### config.mk
export PLATFORM = sky130hd
export DESIGN_NAME = i2c_stretch_injector
export DESIGN_NICKNAME = d
export VERILOG_FILES = /design/src/rtl/i2c_si_pkg.sv /design/src/rtl/i2c_si_tick.sv /design/src/rtl/i2c_si_events.sv /design/src/rtl/i2c_si_meter.sv /design/src/rtl/i2c_si_stretch.sv /design/src/rtl/i2c_stretch_injector.sv
export SDC_FILE = /design/constraint.sdc
export NUM_CORES = 1
export LEC_CHECK = 0
export ABC_AREA = 0
export BUFFER_PORTS_ARGS = -buffer_cell sky130_fd_sc_hd__buf_2
export CAP_MARGIN = 20
export CORE_MARGIN = 2
export CORE_UTILIZATION = 49
export DETAILED_ROUTE_END_ITERATION = 16
export GPL_TIMING_DRIVEN = 0
export PLACE_DENSITY = 0.7
export SYNTH_ARGS = -nofsm -noshare
export SYNTH_HDL_FRONTEND = slang
export SYNTH_SLANG_ARGS = --single-unit
### constraint.sdc
create_clock -name clk -period 4.1 [get_ports clk]
set_input_delay 1.025 -clock clk [delete_from_list [all_inputs] [get_ports clk]]
set_output_delay 1.025 -clock clk [all_outputs]
set_load 0.005 [all_outputs]
### src/rtl/i2c_si_pkg.sv
package i2c_si_pkg;
  typedef struct packed {
    logic start;
    logic stop;
    logic rise;
    logic fall;
  } bus_ev_t;
endpackage

### src/rtl/i2c_si_tick.sv
module i2c_si_tick #(
  parameter int CLK_PER_US = 50
) (
  input  logic clk,
  input  logic rst,
  input  logic clear,
  output logic tick
);
  localparam int DW = (CLK_PER_US > 1) ? $clog2(CLK_PER_US) : 1;
  logic [DW-1:0] div_q;

  assign tick = (div_q == DW'(CLK_PER_US - 1));

  always_ff @(posedge clk) begin
    if (rst || clear) div_q <= '0;
    else if (tick)    div_q <= '0;
    else              div_q <= div_q + 1'b1;
  end
endmodule

### src/rtl/i2c_si_events.sv
module i2c_si_events
  import i2c_si_pkg::*;
(
  input  logic    clk,
  input  logic    rst,
  input  logic    scl_in,
  input  logic    sda_in,
  output bus_ev_t ev
);
  logic [1:0] scl_s, sda_s;
  logic       scl_q, sda_q;

  always_ff @(posedge clk) begin
    if (rst) begin
      scl_s <= 2'b11;
      sda_s <= 2'b11;
      scl_q <= 1'b1;
      sda_q <= 1'b1;
    end else begin
      scl_s <= {scl_s[0], scl_in};
      sda_s <= {sda_s[0], sda_in};
      scl_q <= scl_s[1];
      sda_q <= sda_s[1];
    end
  end

  always_comb begin
    ev.rise  = scl_s[1] & ~scl_q;
    ev.fall  = ~scl_s[1] & scl_q;
    ev.start = scl_s[1] & scl_q & sda_q & ~sda_s[1];
    ev.stop  = scl_s[1] & scl_q & ~sda_q & sda_s[1];
  end
endmodule

### src/rtl/i2c_si_meter.sv
module i2c_si_meter
  import i2c_si_pkg::*;
#(
  parameter int PULSE_W = 16,
  parameter int DUR_W   = 32
) (
  input  logic               clk,
  input  logic               rst,
  input  bus_ev_t            ev,
  input  logic               tick,
  input  logic               armed_in,
  output logic               open_start,
  output logic               in_txn,
  output logic               armed,
  output logic [PULSE_W-1:0] pulse_cnt,
  output logic [PULSE_W-1:0] meas_pulses,
  output logic [DUR_W-1:0]   meas_us,
  output logic               meas_valid,
  output logic               enable_dec
);
  localparam logic [PULSE_W-1:0] P_MAX = '1;
  localparam logic [DUR_W-1:0]   D_MAX = '1;
  logic [DUR_W-1:0] us_cnt;

  assign open_start = ev.start & ~in_txn;

  always_ff @(posedge clk) begin
    if (rst) begin
      in_txn      <= 1'b0;
      armed       <= 1'b0;
      pulse_cnt   <= '0;
      us_cnt      <= '0;
      meas_pulses <= '0;
      meas_us     <= '0;
      meas_valid  <= 1'b0;
      enable_dec  <= 1'b0;
    end else begin
      meas_valid <= 1'b0;
      enable_dec <= 1'b0;
      if (open_start) begin
        in_txn    <= 1'b1;
        armed     <= armed_in;
        pulse_cnt <= '0;
        us_cnt    <= '0;
      end else if (ev.stop && in_txn) begin
        in_txn      <= 1'b0;
        armed       <= 1'b0;
        meas_pulses <= pulse_cnt;
        meas_us     <= us_cnt;
        meas_valid  <= 1'b1;
        enable_dec  <= armed;
      end else if (in_txn) begin
        if (ev.rise && pulse_cnt != P_MAX) pulse_cnt <= pulse_cnt + 1'b1;
        if (tick && us_cnt != D_MAX)       us_cnt    <= us_cnt + 1'b1;
      end
    end
  end
endmodule

### src/rtl/i2c_si_stretch.sv
module i2c_si_stretch
  import i2c_si_pkg::*;
#(
  parameter int PULSE_W    = 16,
  parameter int US_W       = 16,
  parameter int CLK_PER_US = 50
) (
  input  logic               clk,
  input  logic               rst,
  input  bus_ev_t            ev,
  input  logic               in_txn,
  input  logic               armed,
  input  logic [PULSE_W-1:0] pulse_cnt,
  input  logic [PULSE_W-1:0] cfg_pulse,
  input  logic [US_W-1:0]    cfg_us,
  output logic               pull
);
  localparam int CW = (CLK_PER_US > 1) ? $clog2(CLK_PER_US) : 1;
  logic [CW-1:0]   cyc_q;
  logic [US_W-1:0] us_q, len_q;
  logic            hit;

  assign hit = in_txn && armed && ev.fall && !pull &&
               cfg_us != '0 && cfg_pulse != '0 &&
               pulse_cnt == cfg_pulse - 1'b1;

  always_ff @(posedge clk) begin
    if (rst) begin
      pull  <= 1'b0;
      cyc_q <= '0;
      us_q  <= '0;
      len_q <= '0;
    end else if (hit) begin
      pull  <= 1'b1;
      cyc_q <= '0;
      us_q  <= '0;
      len_q <= cfg_us;
    end else if (pull) begin
      if (cyc_q == CW'(CLK_PER_US - 1)) begin
        cyc_q <= '0;
        if (us_q == len_q - 1'b1) pull <= 1'b0;
        else                      us_q <= us_q + 1'b1;
      end else begin
        cyc_q <= cyc_q + 1'b1;
      end
    end
  end
endmodule

### src/rtl/i2c_stretch_injector.sv
module i2c_stretch_injector
  import i2c_si_pkg::*;
#(
  parameter int CLK_PER_US = 50,
  parameter int ENA_W      = 16,
  parameter int PULSE_W    = 16,
  parameter int US_W       = 16,
  parameter int DUR_W      = 32
) (
  input  logic               clk,
  input  logic               rst,
  input  logic               scl_in,
  input  logic               sda_in,
  input  logic [ENA_W-1:0]   en_count,
  input  logic [PULSE_W-1:0] cfg_pulse,
  input  logic [US_W-1:0]    cfg_us,
  output logic               scl_pull_low,
  output logic [PULSE_W-1:0] meas_pulses,
  output logic [DUR_W-1:0]   meas_us,
  output logic               meas_valid,
  output logic               enable_dec
);
  bus_ev_t            ev;
  logic               tick, open_start, in_txn, armed;
  logic [PULSE_W-1:0] pulse_cnt;

  i2c_si_events u_ev (.clk(clk), .rst(rst), .scl_in(scl_in), .sda_in(sda_in), .ev(ev));

  i2c_si_tick #(.CLK_PER_US(CLK_PER_US)) u_tick (
    .clk(clk), .rst(rst), .clear(open_start), .tick(tick));

  i2c_si_meter #(.PULSE_W(PULSE_W), .DUR_W(DUR_W)) u_meter (
    .clk(clk), .rst(rst), .ev(ev), .tick(tick), .armed_in(en_count != '0),
    .open_start(open_start), .in_txn(in_txn), .armed(armed), .pulse_cnt(pulse_cnt),
    .meas_pulses(meas_pulses), .meas_us(meas_us), .meas_valid(meas_valid),
    .enable_dec(enable_dec));

  i2c_si_stretch #(.PULSE_W(PULSE_W), .US_W(US_W), .CLK_PER_US(CLK_PER_US)) u_str (
    .clk(clk), .rst(rst), .ev(ev), .in_txn(in_txn), .armed(armed),
    .pulse_cnt(pulse_cnt), .cfg_pulse(cfg_pulse), .cfg_us(cfg_us), .pull(scl_pull_low));
endmodule

======== After elaboration in Yosys (flattened, before gate mapping) ========
Index checks and enable logic that the tools add are counted.
W data, S select, Z words.
word-level totals
  bits in registers ....................... 151
operators by class
  $add $sub $neg .......................... 7
  equal/unequal tests ..................... 6
  muxes and demuxes ....................... 9
  bitwise logic cells ..................... 16
  reduce and logical (&&, ||, !) cells .... 23
operators with widths
  operator                 number
  $reduce_bool A16 Y1      3
  $add A16 B1 Y16 const B  2
  $add A32 B1 Y32 const B  1
  $eq A16 B16 Y1           2
  $ne A32 B32 Y1 const B   1
  $sub A16 B1 Y16 const B  2
  $ne A16 B16 Y1 const B   1
  $add A6 B1 Y6 const B    2
  $eq A6 B6 Y1 const B     2
  $logic_and A1 B1 Y1      9
  $reduce_and A3 Y1        3
  $and A1 B1 Y1            8
  $mux W1                  8
  $not A1 Y1               8
  $mux W6                  1
  $reduce_or A2 Y1         3
  $reduce_or A3 Y1         1
  $reduce_and A2 Y1        1
  $reduce_bool A2 Y1       1
  $logic_not A1 Y1         1
  $logic_or A1 B1 Y1       1

======== Logic depth before layout (Yosys ltp) ========
Gate-level depths: netlist (run 1).
  depth after elaboration ................. 8
  mapped depth ............................ 13
  gate-level depth less buffers ........... 10

======== Cells and area by module ========
A second synthesis (run 1) with hierarchy kept.
second synthesis, totals
  cell total of the unflattened synthesis .. 957
  area total of the unflattened synthesis .. 7913.8 um2
by module, submodules not included
  module                times used  cells each  area each (um2)
  i2c_si_meter          1           522         4226.6
  i2c_si_stretch        1           386         3180.6
  i2c_si_tick           1           28          285.3
  i2c_si_events         1           16          190.2
  i2c_stretch_injector  1           5           31.3

======== Worst setup path before layout (run 1) ========
OpenSTA, ideal clock, no wires.
  path type ............................... input port to flip-flop
  from .................................... in cfg_pulse[2]
  to ...................................... reg u_str.len_q[10]
  setup time .............................. 128 ps
  arrival ................................. 3111 ps
  path slack .............................. 862 ps
  stages on the path ...................... 11
  buffers on the path ..................... 3
  path through ............................ buf_2 nor4_4 nand2_1 a2111oi_0 a21o_1 and4_1 nand4_1 buf_2 buf_4 mux2i_1 nor2_1
on the way
  word-level cells in the longest chain between the ends .. 3
  elaborated cells between the ends (all ways) .. 5
  classes of those cells .................. add/sub (1); eq/ne (1); reduce/logical (3)
RTL lines
  item                                                    RTL line                                    text
  start, declared                                         i2c_stretch_injector.sv:15                  input logic [PULSE_W-1:0] cfg_pulse,
  $sub A16 B1 Y16 or $reduce_bool A16 Y1 (tied branches)  i2c_si_stretch.sv:25, i2c_si_stretch.sv:24
  $eq A16 B16 Y1 or $logic_and A1 B1 Y1 (tied branches)   i2c_si_stretch.sv:25, i2c_si_stretch.sv:24
  $logic_and A1 B1 Y1 *                                   i2c_si_stretch.sv:24                        cfg_us != '0 && cfg_pulse != '0 &&
  end signal, assigned                                    i2c_si_stretch.sv:37                        len_q <= cfg_us;
  end, declared                                           i2c_si_stretch.sv:20                        logic [US_W-1:0] us_q, len_q;
Every way passes the cells marked *; elsewhere a longest branch is shown, timed or not.
A chain may end at the register's enable or synchronous reset.

======== Final worst setup path (run 1) ========
  from .................................... in cfg_pulse[0]
  to ...................................... reg u_str.us_q[2]
on the way
  word-level cells in the longest chain between the ends .. 4
  elaborated cells between the ends (all ways) .. 6
  classes of those cells .................. add/sub (1); eq/ne (1); reduce/logical (4)
RTL lines
  item                                                    RTL line                                    text
  $sub A16 B1 Y16 or $reduce_bool A16 Y1 (tied branches)  i2c_si_stretch.sv:25, i2c_si_stretch.sv:24
  $eq A16 B16 Y1 or $logic_and A1 B1 Y1 (tied branches)   i2c_si_stretch.sv:25, i2c_si_stretch.sv:24
  $logic_and A1 B1 Y1 *                                   i2c_si_stretch.sv:24
  $reduce_or A2 Y1 (no source line) *                     --
  end signal, assigned                                    i2c_si_stretch.sv:42                        else us_q <= us_q + 1'b1;
  end, declared                                           i2c_si_stretch.sv:20
Marked as above.

==> results.md, run 1 <==
- In the post-synthesis netlist, the biggest area contributors are dfxtp_1, nand2_1, xor2_1, nor2_1, a21oi_1.
- Setup repair after global routing left no endpoint under its margin.
- In this run the worst setup path terminates at u_str.us_q[2]$_SDFFE_PP0P_.
- For this run, the share of the core covered by cells in the final layout is 0.597.
- The number of I/O port buffers is 100.
- In this run the critical register-to-register path is launched from u_str.len_q[0]$_SDFFE_PP0P_.
- The total number of nets in the final design is 1,061.
- The register clock-pin slew on the reported worst setup and hold paths is 0.06 ns.
- The average instance area after synthesis is 8.35 µm².
- Of the synthesized area, sequential elements account for 0.411.
- Dividing the detail-routed via count by the number of cells gives 5.41.
- The number of antenna violations at the first check in global routing is 0.
- For this design the ratio of total power to cell area is 374 nW/µm².
- The cell family with the largest share of critical-path delay is buffers and inverters.
- In this design, the critical path's most frequently occurring cell is buf_2.
- The I/O pin total is 103.
- The top-area cell type share of the netlist area is 0.411.
- In this design, the stage delay of the slowest critical-path cell is 0.47 ns.
- The first global-routing pass estimated 29,400 µm of wire.
- The worst endpoint required time is 4.41 ns.
- Of all cell types, the one taking the most synthesized area is dfxtp_1.
- The floorplan has 44 rows.
- After floorplanning, the core was sized to cover 14,600 µm².
- The area added between synthesis and finish is 18.5%.
- IR analysis of the VDD net gives a maximum drop of 239 µV.
- The initial core utilization is 0.504.
- During synthesis, Yosys emitted a total of 0 warnings.
- The number of violations reported at the end of detailed-routing iteration 0 is 407.
- The library cells used most frequently in the layout, excluding fill and tap cells, are dfxtp_1, nand2_1, nor2_1.
- The headroom to the max-slew limit is 0.439.
- The count of TritonRoute iterations in the first routing pass is 4.
- Entering global routing, the biggest net connects 17 pins.
- Of all nets on the critical path, the largest fanout is 10.
- The fraction of final layout cells with drive strength greater than 1 is 0.170.
- The repair_antennas step left the layout with diodes totalling 0.
- Together, buffers and inverters on the worst path number 5.
- The achievable frequency is 309 MHz.
- The deepest level of the CTS H-tree is 4.
- The category of the worst setup path capture point is a flop.
- The number of hold violations in the final report came to 0.
- The netlist area before placement is 7350 µm².
- The congestion estimate from routability-driven global placement came to 0.859.
- The worst register-to-register path has a depth of 12.
- For this run, asynchronously set or reset flops after synthesis account for 0.
- In this run the static leakage power is 3.44 nW.
- For this run, design rule violations remaining after detail routing come to 0.
- The clock tree root buffer cell is clkbuf_16.
- The max-slew violation count was 0.
- The library cell used most frequently in the layout, excluding fill and tap cells, is dfxtp_1.
- The type of the worst setup path is primary input to flop.
- Counting distinct cell types in the post-synthesis netlist gives 70.
- The vias after detailed routing is 6,479.
- The number of antenna-violating nets in the routed design is 0.
- The sum of overflow across all layers after global routing is 0.
- The number of placed instances, taps included, is 1,165.
- TritonCTS built the clock tree.
- The flow ran to the end, and the final reports show no timing, DRC or antenna violations.
- The number of standard cells after synthesis is 881.
- The final count of negative-setup-slack endpoints is 0.
- Across all register-to-register paths, the minimum setup slack is 0.98 ns.
- The critical path goes through buf_2, inv_1, ha_1, clkbuf_1, nand2_1, mux2i_1, a21oi_1, a2111oi_0, and4_1, nand4_1, buf_2, nand2b_2, buf_2, nor2_1.
- The final setup skew is 0.00730 ns.
- The die covers 16,000 µm².
- After the flow finishes, the layout carries non-filler instances totaling 1,197.
- Overall power consumption after layout is estimated at 3.26 mW.
- The post-synthesis net count is 942.
- The number of synthesized flops with an enable pin is 0.
- The clock sink total is 151.
- The vertical die dimension is 126 µm.
- At the later pin of the worst-skew pair, clock insertion delay measures 0.43 ns.
- For this run, the total global-route usage over all layers was measured as 0.223.
- In this run, post-CTS repair resized a total of 0 instances.
- In this run, CTS created clock tree buffers numbering 17.
- The total negative slack for setup checks is 0 ns.
- The class of the tightest hold or removal check is flop to flop.
- After detailed routing, the total wire length is 17,300 µm.
- Measured along the x axis, the die boundary spans 126 µm.
- The maximum clock path buffer count is 2.
- The shortest clock period the worst path allows after layout is 3.23 ns.
- The cell with the biggest individual delay on the critical path is a2111oi_0.
- For the worst setup path, the data arrival time is 3.55 ns.
- The leading register cell type out of synthesis is dfxtp_1.
- The element type at the critical path start is a primary input.
- The tool flagged a number of max-cap violations equal to 0.
- After clock tree synthesis, the setup repair step added 0 buffers.
- In the final routed layout, each cell accounts on average for 14.5 µm.
- The transition at the pin with the smallest max-transition slack is 0.835 ns.
- The synthesis-stage register bit count is 151.
- The share of the cycle needed by the critical path after routing is 0.789.
- The most critical setup path has its startpoint at cfg_pulse[0].
- After legalization and detailed placement, the total HPWL measured 12,700 µm.
- The worst register-to-register path ends at u_str.us_q[1]$_SDFFE_PP0P_.
- The number of cells on the critical path is 14.
- The number of buffers inserted for hold repair after clock tree synthesis is 0.
- The number of global-route vias before repair is 6,165.
[worst min path at each step]
stage | slack, ns | depth (start not counted) | end | start
floorplan | 0.39 | 1 | u_ev.scl_s[1]$_SDFF_PP1_ | u_ev.scl_s[0]$_SDFF_PP1_
global placement | 0.39 | 1 | u_ev.scl_s[1]$_SDFF_PP1_ | u_ev.scl_s[0]$_SDFF_PP1_
detailed placement | 0.39 | 1 | u_ev.sda_s[1]$_SDFF_PP1_ | u_ev.sda_s[0]$_SDFF_PP1_
CTS | 0.41 | 1 | u_ev.sda_s[1]$_SDFF_PP1_ | u_ev.sda_s[0]$_SDFF_PP1_
global route | 0.42 | 1 | u_ev.sda_s[1]$_SDFF_PP1_ | u_ev.sda_s[0]$_SDFF_PP1_
finish | 0.41 | 1 | u_ev.sda_s[1]$_SDFF_PP1_ | u_ev.sda_s[0]$_SDFF_PP1_
[power breakdown]
part           internal [mW]  switching (mW)
clock network           1.02           0.645
logic                 0.0439          0.0721
registers               1.47         0.00524
total                   2.54           0.722
[cell usage after synthesis (3+ instances only)]
cell type,number
nor2_1,106
o31ai_1,4
a21oi_1,72
nor4_2,3
a31oi_1,3
dfxtp_1,151
a2111oi_0,3
mux2i_1,26
or2_2,10
and4_1,11
and2_1,4
nor4_1,17
o21ai_1,9
and3_1,14
xnor2_1,38
nand3b_1,3
o21ai_0,12
xor2_1,50
nand2_1,138
nor3_1,12
or4b_2,3
clkbuf_1,40
inv_1,15
o211ai_1,3
ha_1,9
buf_2,4
nand4_1,27
nor2b_1,3
nand3_1,25
or3_1,17
[cell families (layout without fill, tap and decap cells)]
family	Yosys count	count (layout)	synth area share
compound gates	132	132	0.110
xor+xnor	88	88	0.105
fa+ha+maj	9	9	0.0153
buf+inv	65	197	0.0429
flops	151	151	0.411
mux	26	26	0.0354
simple gates	410	410	0.280
[layout make-up]
cell class	count	area [µm²]
Fill cell	1343	5880
Multi-Input combinational cell	665	4010
Sequential cell	151	3020
Timing Repair Buffer	100	500
Clock buffer	17	425
Buffer	50	259
Tap cell	184	230
Clock inverter	15	201
Inverter	15	56.3
[sequential cells by signal, indices dropped and copies added (netlist names)]
signal,flops
u_str.pull,1
u_ev.scl_s,2
u_meter.us_cnt,32
u_str.cyc_q,6
u_meter.meas_pulses,16
u_ev.sda_s,2
u_tick.div_q,6
u_str.len_q,16
u_str.us_q,16
u_meter.pulse_cnt,16
u_ev.sda_q,1
u_ev.scl_q,1
u_meter.enable_dec,1
u_meter.meas_valid,1
u_meter.armed,1
u_meter.meas_us,32
u_meter.in_txn,1
[routing by layer]
layer,vias to the layer above,GRT usage,part of all wire
li1,3296,-,-
met1,3053,0.301,0.49
met2,103,0.354,0.45
met3,27,0.0481,0.043
met4,0,0.0795,0.015
met5,-,0,0
[metrics by stage]
step                hold WS [ns]  setup slack [ns]  area [µm²]
floorplan                  0.389             0.862        7350
global placement           0.392             0.430        8080
detailed placement         0.392             0.441        8080
CTS                        0.406             0.853        8710
global route               0.420             0.612        8710
finish                     0.407             0.867        8710
Note: power is estimated with default switching activity, not from simulation.
==> run 2: changes to the inputs <==
Settings changed: ABC_AREA 0 to 1, PLACE_DENSITY 0.7 to 0.69.
Clock period 4.1 ns to 3.1 ns, I/O delays scaled along.
==> results.md, run 2 <==
- The vertical die dimension is 132 µm.
- The synthesized netlist occupies a cell area of 8070 µm².
- The deepest level of the CTS H-tree is 4.
- The number of cells on the critical path is 13.
- Entering global routing, the biggest net connects 17 pins.
- The type of the worst setup path is primary input to flop.
- The sequential element share of the synthesized area is 0.375.
- The top cell types in the final layout, fill and taps aside, are nand2_1, dfxtp_1, nor2_1.
- Counting flops and latches in the post-synthesis netlist gives 151.
- The max-cap violation count is 0.
- In the final layout, flip-flops and latches occupy 3020 µm².
- The number of standard cells after synthesis is 1,199.
- Synthesis instantiated 38 different standard cells from the library.
- The area of the core region is 16,000 µm².
- The share of the cycle needed by the critical path after routing is 0.833.
- The most common cell in the netlist is nand2_1.
- The total negative slack for setup checks is 0 ns.
- Measured along the x axis, the die boundary spans 132 µm.
- The most area-hungry cell type in the Yosys netlist is dfxtp_1.
- The sum of routed wire length over all layers is 22,000 µm.
- Counting the buffers created by CTS gives 17.
- The number of I/O port buffers is 101.
- In this run the worst setup path terminates at u_str.us_q[8]$_SDFFE_PP0P_.
- Once detailed placement completed, the half-perimeter wirelength came to 17,000 µm.
- The number of antenna violations at the first check in global routing is 1.
- In this run the power density over the cells is 441 nW/µm².
- The detail-routed via count per cell is 5.16.
- In this run, synthesis inferred 0 flip-flops with an integrated enable.
- By count the netlist is led by nand2_1, dfxtp_1, nor2_1, inv_1, a21oi_1.
- Counting cells, the worst reg-to-reg path comes to 9.
- After clock tree synthesis, the clock-pin slew on the worst setup and hold paths is 0.06 ns.
- The launching instance or port of the critical path is cfg_pulse[0].
- After the first detailed-routing iteration, the DRC count stood at 566.
- The core utilization of the finished layout is 0.589.
- Of the total power, registers draw 0.471.
- The average instance area after synthesis is 6.73 µm².
- The cell with the biggest individual delay on the critical path is ha_1.
- The count of TritonRoute iterations in the first routing pass is 5.
- The number of setup buffers added after CTS is 0.
- The final count of negative-setup-slack endpoints is 0.
- The wire length per cell after detailed routing is 14.2 µm.
- The count of buffer and inverter cells on the critical path is 3.
- The top-area cell type share of the netlist area is 0.375.
- The first global-routing pass estimated 35,900 µm of wire.
- The number of antenna-violating nets in the routed design is 0.
- The clock reaches the later pin of the worst-skew pair after 0.43 ns.
- The worst stage delay on the critical path is 0.24 ns.
- After detailed routing, the number of remaining DRC violations is 0.
- In the post-synthesis netlist, the biggest area contributors are dfxtp_1, nand2_1, nor2_1, inv_1, a21oi_1.
- The area added between synthesis and finish is 16.8%.
- The sum of overflow across all layers after global routing is 0.
- The total power consumption of the routed design is 4.16 mW.
- VDD sags by at most 402 µV.
- The post-synthesis net count is 1,260.
- In this run the register-to-register setup slack is 0.67 ns.
- CTS saw 151 sinks.
- The leading register cell type out of synthesis is dfxtp_1.
- The TritonCTS clock tree is yes.
- The global-route usage over all layers is 0.253.
- The achievable frequency is 387 MHz.
- The multi-input combinational cells in the finished layout cover a total of 4290 µm².
- The layout has 1,601 filler cells.
- After clock tree synthesis, the flow added hold-fix buffers numbering 0.
- Data on the critical path arrives at its endpoint at 2.89 ns.
- The headroom to the max-slew limit is 0.525.
- The library cell used most frequently in the layout, excluding fill and tap cells, is nand2_1.
- The endpoint of the lowest-slack register-to-register path is u_meter.us_cnt[28]$_SDFFE_PP0P_.
- In this run the power spent charging and discharging nets is 984 µW.
- The number of hold violations in the final report came to 0.
- The fraction of final layout cells with drive strength greater than 1 is 0.128.
- The internal cell power is 3.17 mW.
- The kind of cell with the highest combined delay along the critical path is simple AND/OR/NAND/NOR gates.
- Between clock sinks in the finished design, the worst skew comes to 0.0113 ns.
- The floorplan step defined a die boundary enclosing 17,500 µm².
- Post-CTS repair changed the size of 0 cells.
- Setup repair after global routing left no endpoint under its margin.
- The peak fanout along the critical path is 10.
- The worst path needs 2.58 ns of the cycle, external delays included.
- The fraction of registers with async set or reset after synthesis is 0.
- The total number of nets in the final design is 1,380.
- The clock tree root buffer cell is clkbuf_16.
- At the end of routability-driven placement, the weighted congestion stood at 0.928.
- The power share of the clock group is 0.485.
- The number of global-route vias before repair came to 7,329.
- For this configuration, the core starts out at a cell density of 0.504.
- Of the total power, the share spent switching nets is 0.237.
- The count of yosys warnings during synthesis is 0.
- The reg-to-reg critical path startpoint is u_meter.us_cnt[0]$_SDFFE_PP0P_.
- STA classifies the critical path endpoint as a flop.
- The number of standard-cell rows in the floorplan is 46.
- The combinational group share of total power is 0.044.
- The transition at the pin with the smallest max-transition slack is 0.707 ns.
- Data on the critical path is required at its endpoint by 3.41 ns.
- The leakage power of the design is 4.05 nW.
- The class of the tightest hold or removal check is flop to flop.
- The maximum clock path buffer count is 2.
- The vias after detailed routing is 7,996.
- The element type at the critical path start is a primary input.
- The flow ran to the end, and the final reports show no timing, DRC or antenna violations.
- The max-slew violation count was 0.
- During I/O placement, the number of pins put on the boundary was 103.
- The signal on the critical path passes through buf_2, inv_1, ha_1, nand3_1, nor2_2, nand3_1, xor2_1, nand2_1, nor2_4, nand3_4, nand2_1, buf_4, a21oi_1.
- The largest registers in the layout are u_meter.meas_us (32), u_meter.us_cnt (32).
## run 2: cell count changes after synthesis, sizes merged, moves of 15 or more
cell / delta
inv: +137
nand3: +56
xnor2: -15
o21ai: +42
nor3: +17
or3: -18
a21oi: +31
nand2: +124
nor2: +54
mux2i: -26
## run 2: cell type report
cell class,count,area share
clock buffer,19,0.0481
inverter,154,0.0613
sequential,151,0.321
tap,216,0.0287
timing repair buffer,101,0.0536
multi-input combinational,854,0.455
antenna,1,0.000266
clock inverter,13,0.0129
buffer,40,0.0193
## run 2: logic make-up (layout without fill, tap and decap cells)
kind of cell | Yosys count | count (layout) | synth area share
other cells | 0 | 1 | 0
simple gates | 602 | 602 | 0.331
xor+xnor | 71 | 71 | 0.0788
flops | 151 | 151 | 0.375
compound gates | 172 | 172 | 0.108
fa+ha+maj | 9 | 9 | 0.0140
buf+inv | 194 | 327 | 0.0941
## run 2: worst reg2reg max path: stages (launching register included)
cell      delay [ns]
dfxtp_1         0.37
ha_1            0.22
nand4_1         0.30
nor3_1          0.39
nand2_1         0.15
nand3_2         0.23
inv_2           0.16
clkbuf_1        0.27
nand2_1         0.14
a21oi_1         0.06
## run 2: power by group through the flow
| stage | clock [mW] | combinational [mW] | sequential, mW |
|---|---|---|---|
| global route | 2.12 | 0.203 | 1.96 |
| global placement | 0 | 0.179 | 2.00 |
| CTS | 2.04 | 0.182 | 1.96 |
| detailed placement | 0 | 0.181 | 2.00 |
| finish | 2.02 | 0.182 | 1.96 |
| floorplan | 0 | 0.104 | 2.00 |
## run 2: worst min-delay path by stage
stage / cells after the start / slack, ns / endpoint / from
after CTS: 1 / 0.41 / u_ev.scl_s[1]$_SDFF_PP1_ / u_ev.scl_s[0]$_SDFF_PP1_
after floorplan: 1 / 0.39 / u_ev.scl_s[1]$_SDFF_PP1_ / u_ev.scl_s[0]$_SDFF_PP1_
after global placement: 1 / 0.39 / u_ev.scl_s[1]$_SDFF_PP1_ / u_ev.scl_s[0]$_SDFF_PP1_
after global routing: 1 / 0.42 / u_ev.sda_s[1]$_SDFF_PP1_ / u_ev.sda_s[0]$_SDFF_PP1_
final: 1 / 0.41 / u_ev.scl_s[1]$_SDFF_PP1_ / u_ev.scl_s[0]$_SDFF_PP1_
after detailed placement: 1 / 0.40 / u_ev.scl_s[1]$_SDFF_PP1_ / u_ev.scl_s[0]$_SDFF_PP1_
## run 2: routing by layer
layer  wire [µm]  vias up  track usage  part of all wire
li1            -     4101            -                 -
met1       10300     3681        0.333              0.47
met2       10400      189        0.421              0.47
met3        1020       25       0.0458             0.046
met4         341        0       0.0818             0.015
met5           0        -            0                 0
## run 2: metrics by stage
stage / setup WS [ns] / instance area (µm²) / hold WS, ns / instances
2_1_floorplan: 0.657 / 8070 / 0.389 / 1199
3_3_place_gp: 0.0874 / 8850 / 0.392 / 1516
3_5_place_dp: 0.0662 / 8850 / 0.396 / 1516
4_1_cts: 0.507 / 9420 / 0.407 / 1548
5_1_grt: 0.271 / 9420 / 0.423 / 1549
6_report: 0.519 / 9420 / 0.407 / 1549
==> run 3: changes to the inputs <==
Settings changed: ABC_AREA 1 to 0, PLACE_DENSITY 0.69 to 0.73.
Clock period 3.1 ns to 2.29 ns, I/O delays scaled along.
==> results.md, run 3 (synthesis results as in run 1) <==
- The count of nets left with antenna violations once routing finished came out at 0.
- The I/O pin total is 103.
- After clock tree synthesis, the flow added hold-fix buffers numbering 0.
- The transition at the pin with the smallest max-transition slack is 0.604 ns.
- The sum of overflow across all layers after global routing is 0.
- The achievable frequency is 366 MHz.
- VDD sags by at most 582 µV.
- Counting cells, the worst reg-to-reg path comes to 13.
- The HPWL after detailed placement is 12,600 µm.
- At the worst endpoint, the required time is 2.61 ns.
- In the final routed layout, each cell accounts on average for 15.5 µm.
- The vertical die dimension is 126 µm.
- Measured on the finished design, the core utilization comes to 0.659.
- Setup repair after global routing could not meet its margin everywhere.
- The final critical-path setup slack is -0.440 ns.
- After detailed placement, the design holds a cell count of 1,165.
- Entering global routing, the biggest net connects 18 pins.
- The count of cells along the worst hold path is 2.
- The area added between synthesis and finish is 30.8%.
- The hold path startpoint is sda_in.
- The worst slack at placement is -0.832 ns.
- The total number of nets in the final design is 1,104.
- The category of the worst setup path capture point is a flop.
- In the final layout, the registers with the most flip-flops are u_meter.meas_us (32), u_meter.us_cnt (32).
- For this design the static power due to leakage is 3.79 nW.
- The run finished, with violations left.
- The first global-routing pass estimated 31,100 µm of wire.
- The sum of routed wire length over all layers is 19,200 µm.
- The max-slew violation count is 0.
- Leaving out fill and tap cells, the most frequent cell in the layout is dfxtp_1.
- The global-route usage over all layers is 0.236.
- In this run the worst hold path is classified as primary input to flop.
- The library cells used most frequently in the layout, excluding fill and tap cells, are dfxtp_1, nand2_1, nor2_1.
- CTS placed an instance of clkbuf_16 at the clock tree root.
- The final setup skew is 0.0107 ns.
- The worst setup path is of the flop to flop kind.
- The final route contains 6,858 vias.
- The total power consumption of the routed design is 5.75 mW.
- In this run the worst path has a maximum fanout of 6.
- The number of antenna violations at the first check in global routing is 0.
- The maximum clock path buffer count is 2.
- The worst register-to-register path begins at u_str.len_q[0]$_SDFFE_PP0P_.
- The detailed router finished its first iteration with 476 violations.
- The number of hold violations in the final report is 0.
- In the routed design, unresolved DRC markers number 0.
- The post-route cell area is 9620 µm².
- Measured against its own limit, the worst slew margin works out to 0.597.
- The final non-filler cell total is 1,240.
- The floorplan has 44 rows.
- In the final layout, the share of cells above drive strength 1 is 0.271.
- The checks that failed: negative setup slack.
- The count of buffers added on input and output ports is 100.
- The flop-to-flop setup slack is -0.44 ns.
- For the worst-skew pair, the clock arrives at the later sink with an insertion delay of 0.44 ns.
- Clock-pin slew was measured on the worst setup and hold paths at 0.07 ns.
- Using the TritonRoute via totals, the vias-per-cell ratio works out to 5.53.
- Buffers inserted during clock tree synthesis total 17.
- The tightest hold path in the finished design has a slack of 0.330 ns.
- The endpoint of the lowest-slack register-to-register path is u_str.us_q[1]$_SDFFE_PP0P_.
- Power spread over the standard cell area amounts to 598 nW/µm².
- The number of diodes added for antenna fixing is 0.
- The deepest level of the CTS H-tree is 4.
- The initial core utilization is 0.504.
- The placed instances occupy a cell area of 8150 µm².
- TritonCTS built the clock tree.
- Setup violations remaining at the end of the flow were counted as 39.
- The clock net in this run drives a total of 151 sinks.
- The worst setup path is launched from a flop.
- The shortest clock period the worst path allows after layout is 2.73 ns.
- The arrival time of the worst setup path is 3.05 ns.
- The tool flagged a number of max-cap violations equal to 0.
- The worst hold path terminates at u_ev.sda_s[0]$_SDFF_PP1_.
- In this run the standard cell core region covers 14,600 µm².
- The final weighted congestion of routability-driven global placement is 0.856.
- The total negative slack for setup checks is -9.60 ns.
- The floorplan step defined a die boundary enclosing 16,000 µm².
- The number of global-route vias before repair is 6,466.
- The count of filler cells inserted in the layout is 1,172.
- The count of TritonRoute iterations in the first routing pass is 5.
- The share of the cycle needed by the critical path after routing is 1.19.
- The chip width is 126 µm.
==> run 3: cell types whose count changed in the layout (fill, tap and decap cells not counted), moves of 25 or more <==
cell     previous run  this run
inv_1             148        11
nand2_1           260       136
nand3_1            78        24
o21ai_0            63        10
nor2_1            150       100
a21oi_1           104        66
buf_4               2        39
mux2i_1             0        25
==> run 3: where the power goes <==
group / switching (mW) / leakage [nW] / total [mW] / internal (mW)
clock network: 1.29 / 0.292 / 2.85 / 1.56
registers: 0.00962 / 1.23 / 2.64 / 2.63
logic: 0.152 / 2.27 / 0.260 / 0.107
==> run 3: area by class of cell <==
cell class / instances / area, µm² / area share
multi-input cells: 665 / 4410 / 0.458
plain buffers: 41 / 228 / 0.0237
clock buffers: 17 / 425 / 0.0442
well taps: 184 / 230 / 0.0239
clock inverters: 15 / 179 / 0.0186
flip-flops and latches: 151 / 3050 / 0.317
repair buffers: 152 / 1020 / 0.106
inverters: 15 / 76.3 / 0.00793
==> run 3: worst max path at each step <==
stage          slack (ns)                         from                           end  cells past startpoint
2_1_floorplan       -0.27  u_str.len_q[2]$_SDFFE_PP0P_   u_str.us_q[15]$_SDFFE_PP0P_                      9
3_3_place_gp        -0.83                 cfg_pulse[0]   u_str.len_q[9]$_SDFFE_PP0P_                     13
3_5_place_dp        -0.83                 cfg_pulse[0]  u_str.len_q[11]$_SDFFE_PP0P_                     13
4_1_cts             -0.41  u_str.len_q[2]$_SDFFE_PP0P_    u_str.us_q[7]$_SDFFE_PP0P_                      9
5_1_grt             -0.57  u_str.len_q[0]$_SDFFE_PP0P_    u_str.us_q[1]$_SDFFE_PP0P_                     13
6_report            -0.44  u_str.len_q[0]$_SDFFE_PP0P_    u_str.us_q[1]$_SDFFE_PP0P_                     13
==> run 3: layer usage <==
metal	vias up	GRT usage	wire [µm]	part of all wire
li1	3391	-	-	-
met1	3253	0.310	8650	0.45
met2	187	0.389	9250	0.48
met3	27	0.0413	972	0.051
met4	0	0.0899	332	0.017
met5	-	0	0	0
==> run 3: critical path: stages, from the launching register on <==
cell and delay, ns:
dfxtp_4 0.38, inv_4 0.06, ha_4 0.15, nor4b_4 0.23, buf_4 0.18, nand4_1 0.14, xnor2_2 0.21, a2111oi_4 0.37
nand4b_4 0.16, o21ai_4 0.18, buf_6 0.15, buf_8 0.12, mux2i_4 0.21, nor2_1 0.06
==> run 3: repair_timing <==
action | 4_1_cts | 5_1_grt
endpoints found under the setup margin | 68 | 68
gates cloned | 5 | 0
buffers inserted | 26 | 28
pin swaps | 42 | 43
hold endpoints to repair | 0 | 0
resized for setup | 71 | 58
